### src/rtl/osd_irq_pkg.sv
package osd_irq_pkg;
  localparam int LINE_W = 4;
  localparam int CFG_W  = LINE_W + 1;

  typedef logic [LINE_W-1:0] line_t;

  typedef enum logic {
    SRC_LINE  = 1'b0,
    SRC_VSYNC = 1'b1
  } src_e;

  typedef struct packed {
    src_e  src;
    line_t line;
  } irq_cfg_t;
endpackage

### src/rtl/osd_vsync_edge.sv
module osd_vsync_edge #(
  parameter int STAGES = 2
) (
  input  logic clk,
  input  logic rst_n,
  input  logic vsync_in,
  output logic fall
);
  logic [STAGES-1:0] sync_q;
  logic              last_q;

  generate
    if (STAGES == 1) begin : g_one
      always_ff @(posedge clk or negedge rst_n) begin
        if (!rst_n) sync_q <= '0;
        else        sync_q <= vsync_in;
      end
    end else begin : g_many
      always_ff @(posedge clk or negedge rst_n) begin
        if (!rst_n) sync_q <= '0;
        else        sync_q <= {sync_q[STAGES-2:0], vsync_in};
      end
    end
  endgenerate

  always_ff @(posedge clk or negedge rst_n) begin
    if (!rst_n) last_q <= 1'b0;
    else        last_q <= sync_q[STAGES-1];
  end

  assign fall = last_q & ~sync_q[STAGES-1];


  fall_single_chk: assert property (@(posedge clk) disable iff (!rst_n)
    fall |=> !fall);
endmodule

### src/rtl/osd_row_counter.sv
module osd_row_counter
  import osd_irq_pkg::*;
(
  input  logic  clk,
  input  logic  rst_n,
  input  logic  clr_evt,
  input  logic  row_done,
  output line_t cnt
);
  localparam line_t CNT_MAX = '1;

  always_ff @(posedge clk or negedge rst_n) begin
    if (!rst_n)                          cnt <= '0;
    else if (clr_evt)                    cnt <= '0;
    else if (row_done && cnt != CNT_MAX) cnt <= cnt + line_t'(1);
  end


  clr_zero_chk: assert property (@(posedge clk) disable iff (!rst_n)
    clr_evt |=> cnt == '0);

  step_one_chk: assert property (@(posedge clk) disable iff (!rst_n)
    (row_done && !clr_evt && cnt != CNT_MAX) |=> cnt == $past(cnt) + line_t'(1));

  sat_hold_chk: assert property (@(posedge clk) disable iff (!rst_n)
    (cnt == CNT_MAX && !clr_evt) |=> cnt == CNT_MAX);
endmodule

### src/rtl/osd_irq_match.sv
module osd_irq_match
  import osd_irq_pkg::*;
(
  input  logic     clk,
  input  logic     rst_n,
  input  irq_cfg_t cfg,
  input  logic     vfall,
  input  logic     clr_evt,
  input  logic     row_done,
  input  line_t    cnt,
  output logic     irq
);
  logic hit;

  always_comb begin
    if (cfg.src == SRC_VSYNC)  hit = vfall;
    else if (cfg.line == '0)   hit = clr_evt;
    else                       hit = row_done && !clr_evt && (cnt == cfg.line - line_t'(1));
  end

  always_ff @(posedge clk or negedge rst_n) begin
    if (!rst_n) irq <= 1'b0;
    else        irq <= hit;
  end


  vsync_src_chk: assert property (@(posedge clk) disable iff (!rst_n)
    (vfall && cfg.src == SRC_VSYNC) |=> irq);

  clr_src_chk: assert property (@(posedge clk) disable iff (!rst_n)
    (clr_evt && cfg.src == SRC_LINE && cfg.line == '0) |=> irq);
endmodule

### src/rtl/osd_line_irq.sv
module osd_line_irq
  import osd_irq_pkg::*;
#(
  parameter int SYNC_STAGES = 2
) (
  input  logic             clk,
  input  logic             rst_n,
  input  logic             vsync_in,
  input  logic             scan_end,
  input  logic             row_last,
  input  logic             line_clr,
  input  logic             cfg_we,
  input  logic [CFG_W-1:0] cfg_wdata,
  output logic             irq_pulse
);
  irq_cfg_t cfg_q;
  logic     clr_in_q;
  logic     vfall;
  logic     clr_evt;
  logic     row_done;
  line_t    cnt;

  always_ff @(posedge clk or negedge rst_n) begin
    if (!rst_n) begin
      cfg_q    <= '{src: SRC_LINE, line: '0};
      clr_in_q <= 1'b0;
    end else begin
      if (cfg_we) cfg_q <= irq_cfg_t'(cfg_wdata);
      clr_in_q <= line_clr;
    end
  end

  assign clr_evt  = (line_clr & ~clr_in_q) | vfall;
  assign row_done = scan_end & row_last;

  osd_vsync_edge #(.STAGES(SYNC_STAGES)) u_edge (
    .clk      (clk),
    .rst_n    (rst_n),
    .vsync_in (vsync_in),
    .fall     (vfall)
  );

  osd_row_counter u_cnt (
    .clk      (clk),
    .rst_n    (rst_n),
    .clr_evt  (clr_evt),
    .row_done (row_done),
    .cnt      (cnt)
  );

  osd_irq_match u_match (
    .clk      (clk),
    .rst_n    (rst_n),
    .cfg      (cfg_q),
    .vfall    (vfall),
    .clr_evt  (clr_evt),
    .row_done (row_done),
    .cnt      (cnt),
    .irq      (irq_pulse)
  );


  cfg_write_chk: assert property (@(posedge clk) disable iff (!rst_n)
    cfg_we |=> cfg_q == irq_cfg_t'($past(cfg_wdata)));
endmodule

### config.mk
export PLATFORM = sky130hd
export DESIGN_NAME = osd_line_irq
export DESIGN_NICKNAME = d
export VERILOG_FILES = /design/src/rtl/osd_irq_pkg.sv /design/src/rtl/osd_vsync_edge.sv /design/src/rtl/osd_row_counter.sv /design/src/rtl/osd_irq_match.sv /design/src/rtl/osd_line_irq.sv
export SDC_FILE = /design/constraint.sdc
export NUM_CORES = 1
export LEC_CHECK = 0
export ABC_CLOCK_PERIOD_IN_PS = 2900
export BUFFER_PORTS_ARGS = -buffer_cell sky130_fd_sc_hd__buf_4
export CORE_MARGIN = 10
export CORE_UTILIZATION = 40
export CTS_CLUSTER_SIZE = 25
export DETAILED_ROUTE_END_ITERATION = 16
export PLACE_DENSITY_LB_ADDON = 0.3
export SETUP_SLACK_MARGIN = 0.15
export SLEW_MARGIN = 20
export SYNTH_ARGS = -nofsm -noshare
export SYNTH_HDL_FRONTEND = slang
export SYNTH_SLANG_ARGS = --single-unit
### constraint.sdc
create_clock -name clk -period 2.9 [get_ports clk]
set_input_delay 0.435 -clock clk [delete_from_list [all_inputs] [get_ports clk]]
set_output_delay 0.435 -clock clk [all_outputs]
set_load 0.1 [all_outputs]
Yosys cells after proc, flatten, opt, wreduce, memory -nomap -nowiden. Cells that the tools add are included.

Flip-flop bits (word level): 14. Input port bits: 12. Logic and storage cells: 27.

Add/sub/neg operators: 2. Equal/unequal tests: 2. Mux-type cells: 4. Bitwise operators: 6. Reduce and logical (&&, ||, !) cells: 6.

Operator list (number): $mux 4 (2); $add 4x1->4 const B (1); $eq 4x4->1 (1); $logic_not 4->1 (1); $ne 4x4->1 const B (1); $sub 4x1->4 const B (1); $and 1x1->1 (3); $logic_and 1x1->1 (3); $mux 1 (2); $not 1->1 (2); $reduce_bool 2->1 (1); $logic_not 1->1 (1); $or 1x1->1 (1).

Logic depth before layout (Yosys ltp).
Word-level depth: 8. Mapped depth: 6. Depth with buffers taken out: 6.

Modules after synthesis. From an unflattened synthesis, not the netlist that was laid out.

Cells, all modules: 56. Area total of the unflattened synthesis: 690.7 um^2.

By module, submodules not included: osd_row_counter (instances 1, cells each 20, area each 229.0 um^2, sequential area each 100.1 um^2); osd_line_irq (instances 1, cells each 14, area each 224.0 um^2, sequential area each 150.1 um^2); osd_irq_match (instances 1, cells each 18, area each 148.9 um^2, sequential area each 25.0 um^2); osd_vsync_edge (instances 1, cells each 4, area each 88.8 um^2, sequential area each 75.1 um^2).

Worst setup path before layout. Ideal clock, no wire load.

Path kind: reg-to-reg. Start: register cfg_q[0] (netlist bit). End: register u_match.irq. Setup time: 0.076 ns. Arrival: 1.468 ns. Required time: 2.824 ns. Setup slack: 1.355 ns. Stages on the path, launching flop included: 6. Path buffers: 0. Clock period less this slack: 1.545 ns. Path through: dfrtp_1 > inv_1 > ha_1 > a211o_1 > or4_1 > o21ai_1.

Longest elaborated chain between the ends: 5.

RTL lines: start, declared (line osd_line_irq.sv:16) `irq_cfg_t cfg_q;`; start signal, assigned (line osd_line_irq.sv:25) `cfg_q <= '{src: SRC_LINE, line: '0};`; start signal, assigned (line osd_line_irq.sv:28) `if (cfg_we) cfg_q <= irq_cfg_t'(cfg_wdata);`; $sub 4x1->4 (line osd_irq_match.sv:18) `else hit = row_done && !clr_evt && (cnt == cfg.line - line_t'(1));`; $eq 4x4->1 (line osd_irq_match.sv:18); $logic_and 1x1->1 (line osd_irq_match.sv:18); $mux 1 * (line osd_irq_match.sv:17) `else if (cfg.line == '0) hit = clr_evt;`; $mux 1 * (line osd_irq_match.sv:16) `if (cfg.src == SRC_VSYNC) hit = vfall;`; via u_match.hit (line osd_irq_match.sv:13) `logic hit;`; end signal, assigned (line osd_irq_match.sv:23) `else irq <= hit;`; end, declared (line osd_irq_match.sv:11) `output logic irq`.

Mark *: on every way through the listed nets, which the timed path passes. The rest lies on a longest branch. A chain may end at the register's enable or synchronous reset.

Worst setup path after layout. Same ends and word-level chain as after synthesis.

==> key figures <==
Synth
  • Synth Area in XOR/XNOR: 0.1079
  • Yosys top cell area share: 0.5395
  • Avg Synthesized Cell Area: 10.82 um^2
  • Post-synth top cells: dfrtp_1, nor2_1, inv_1, xnor2_1
  • Adder-cell share of the synthesized area: 0.05780
  • Cell variety after synth: 21
  • Compound-Gate Fraction of Synth Area: 0.08092
  • Post-synth net total: 75
  • Synth async-reset ratio: 1.000
  • Mapped Cells: 60
  • Top_reg_cell synth: dfrtp_1
  • YS warnings: 0
  • Area fraction in and, or, nand and nor cells after synthesis: 0.1291
  • Top cells by area, synth: dfrtp_1, xnor2_1, ha_1
  • Post-synth top area cell: dfrtp_1
  • Count leader, synth: dfrtp_1
  • Mapped Area: 649.4 um^2
  • Main combinational cell family by area after synthesis: simple AND/OR/NAND/NOR gates
  • FF+latch count, synth: 14
  • Post-synthesis mux area share: 0.05010
  • Number of flops mapped to enable cells by yosys: 0
  • Sequential area share after synthesis: 0.5395

Worst setup path
  • RR Startpoint: cfg_q[0]
  • CP cell instances: inv_1 > ha_1 > a211o_1 > or4_1 > o21ai_1
  • Crit path DAT: 1.85 ns
  • WP data required: between 3 and 4 ns
  • CP max FO: 3
  • R2r setup slk: 1.27 ns
  • Slowest CP cell: or4_1
  • Critical Path Max Stage Delay: 0.49 ns
  • CP Launch Type: register
  • Crit end category: register
  • Crit Path Class: register to register
  • First element of the critical path: cfg_q[0]
  • R2r endpoint: u_match.irq
  • Worst-case reg-to-reg path depth: 5

Finish
  • Share of cells above drive strength 1: 0.2368
  • # diodes: 0
  • Post-Layout Cell Count: 92
  • Area Overhead vs Synth: 23.51%
  • Nets: slightly above 90
  • Filler cell count: 144

Global routing
  • Global-route wire length before repair: 2.139 mm
  • Total GRT Usage: 0.07866
  • Vias in the first global route: 517
  • Initial antenna violation count: 0
  • Gr ovfl total: 0
  • Largest net degree at the start of global routing: 15

Min path
  • Hold Path Origin: vsync_in
  • Hold Path Class: primary input to register
  • Hold Path Depth: 1
  • Min-Delay Endpoint: u_edge.sync_q[0]

Route
  • Via count: 464
  • DR iter-0 viols: 6
  • Wirelength per Cell: ~13 um
  • Residual DRC: 0
  • Via/cell ratio: 5.043
  • 1st-pass router iterations: 4
  • DRT Wirelength: 1.240 mm
  • Post-route ant nets: 0

Placement
  • Post-detail-place hpwl: 1.007 mm
  • Inst Count DP: 87
  • Port Buffers: 12
  • Gpl congestion: 0.7467

Floorplan
  • Initial cell density of the core: 0.4261
  • Die width: 60.29 um
  • I/O pin cnt: 13
  • FP Rows: 14
  • Die Y: 60.29 um
  • Core area: around 1500 um^2
  • Die area: 3635 um^2

Clocking
  • Max Buffers Root-to-Sink: 2
  • CTS tree: built
  • CTS sink count: 14
  • Worst skew pair latency: 0.28 ns
  • Worst-path clk slew: about 0.09 ns
  • CTS buffer count: 3
  • H-tree depth: 1
  • Root Driver: clkbuf_4

Pwr
  • Psw: approximately 0.11 mW
  • Pwr dens: 534.2 nW/um^2
  • VDD IR-drop max: between 0.3 and 0.4 mV
  • Int Power: 0.3184 mW
  • Sequential Power Share: 0.511
  • Sw frac: 0.2567
  • Clock power frac: 0.326
  • Logic pwr share: 0.162
  • LEAKAGE: 0.3833 nW

Timing
  • Max-slew violation count: 0
  • Final Cycle Share: 0.5629
  • Layout Skew: 0.009301 ns
  • Setup TNS: 0 ns
  • Final hold viol count: 0
  • Final setup viols: 0
  • Worst slew pin tran: 0.4864 ns
  • RSZ-0062 raised after global routing: no
  • Post-route minimum period: roughly 1.6 ns
  • Peak Freq: 612.6 MHz
  • Worst slew margin: 0.6757

Run status
  • Outcome: completed

Job
  • # Max-Cap Violations: 0
## cell type report
class,count,area [um^2],share of cell area
sequential,14,350.3,0.4368
timing repair buffer,13,100.1,0.1248
tap,16,20.02,0.02496
multi-input combinational,40,276.5,0.3448
inverter,5,18.77,0.02340
clock buffer,4,36.28,0.04524
## worst max-delay path by stage
stage / end / slack [ns] / cells after the start
2_1_floorplan: u_match.irq / 1.36 / 5
3_3_place_gp: u_match.irq / 1.33 / 5
3_5_place_dp: u_match.irq / 1.28 / 5
4_1_cts: u_match.irq / 1.26 / 5
5_1_grt: u_match.irq / 1.18 / 5
6_report: u_match.irq / 1.27 / 5
## sequential cells by signal (all words and copies together) (netlist names)
name / flops
u_edge.last_q: 1
u_edge.sync_q: 2
u_cnt.cnt: 4
cfg_q: 5
u_match.irq: 1
clr_in_q: 1
## power groups by stage
stage / sequential [mW] / clock, mW / combinational (mW)
floorplan: 0.228 / 0 / 0.0381
global placement: 0.223 / 0 / 0.0684
detailed placement: 0.223 / 0 / 0.0700
CTS: 0.219 / 0.144 / 0.0712
global route: 0.221 / 0.153 / 0.0786
finish: 0.219 / 0.140 / 0.0696
## repair_timing
action	in CTS	in global routing
hold buffers	1	0
hold endpoints to repair	14	0
resized for setup	0	0
setup buffers	0	0
## cell usage in the layout (no fill, tap or decap)
master         netlist  routed
clkbuf_4             0       3
nand2_1              4       4
ha_1                 3       3
nor3b_1              1       1
inv_1                5       5
o21ai_1              1       1
dfrtp_1             14      14
mux2i_1              1       1
or4_1                1       1
nor3_1               1       1
nor2_1               6       6
nand4_1              1       1
dlygate4sd3_1        0       1
mux2_2               2       2
o22ai_1              1       1
o31a_1               1       1
buf_4                0      12
a211o_1              1       1
nand3_1              4       4
clkbuf_8             0       1
xnor2_1              5       5
a41oi_1              1       1
o21ai_0              3       3
xor2_1               3       3
## routing by layer
metal,up-vias,part of all wire,global-route usage,routed length [um]
li1,234,-,-,-
met1,218,0.41,0.08485,511
met2,8,0.52,0.1279,647
met3,4,0.043,0.02119,53
met4,0,0.022,0.05769,27
met5,-,0,0,0
## logic make-up after synthesis
family                     Yosys count
and+or+nand+nor                     18
DFF                                 14
AOI/OAI and AO/OA                    8
xor gates and xnor gates             8
buffers and inverters                6
muxes                                3
adders and majority gates            3
## critical path: cells and delay by family, from the launching register on
kind	cells	cell delay [ns]
AO/OA/AOI/OAI	2	0.38
AND/OR/NAND/NOR	1	0.49
adder cells (fa/ha/maj)	1	0.21
flip-flops	1	0.39
buffers and inverters	1	0.09
## metrics by stage
stage / util / area (um^2) / setup slack (ns) / power (mW) / hold WS (ns)
2_1_floorplan: - / 649.4 / 1.355 / 0.2660 / 0.1394
4_1_cts: 0.5263 / 802.0 / 1.261 / 0.4347 / 0.2530
3_3_place_gp: 0.4959 / 755.7 / 1.331 / 0.2914 / 0.2951
5_1_grt: 0.5263 / 802.0 / 1.176 / 0.4527 / 0.2453
6_report: 0.5263 / 802.0 / 1.268 / 0.4284 / 0.2609
3_5_place_dp: 0.4959 / 755.7 / 1.282 / 0.2932 / 0.2937
(Power assumes the default switching activity.)
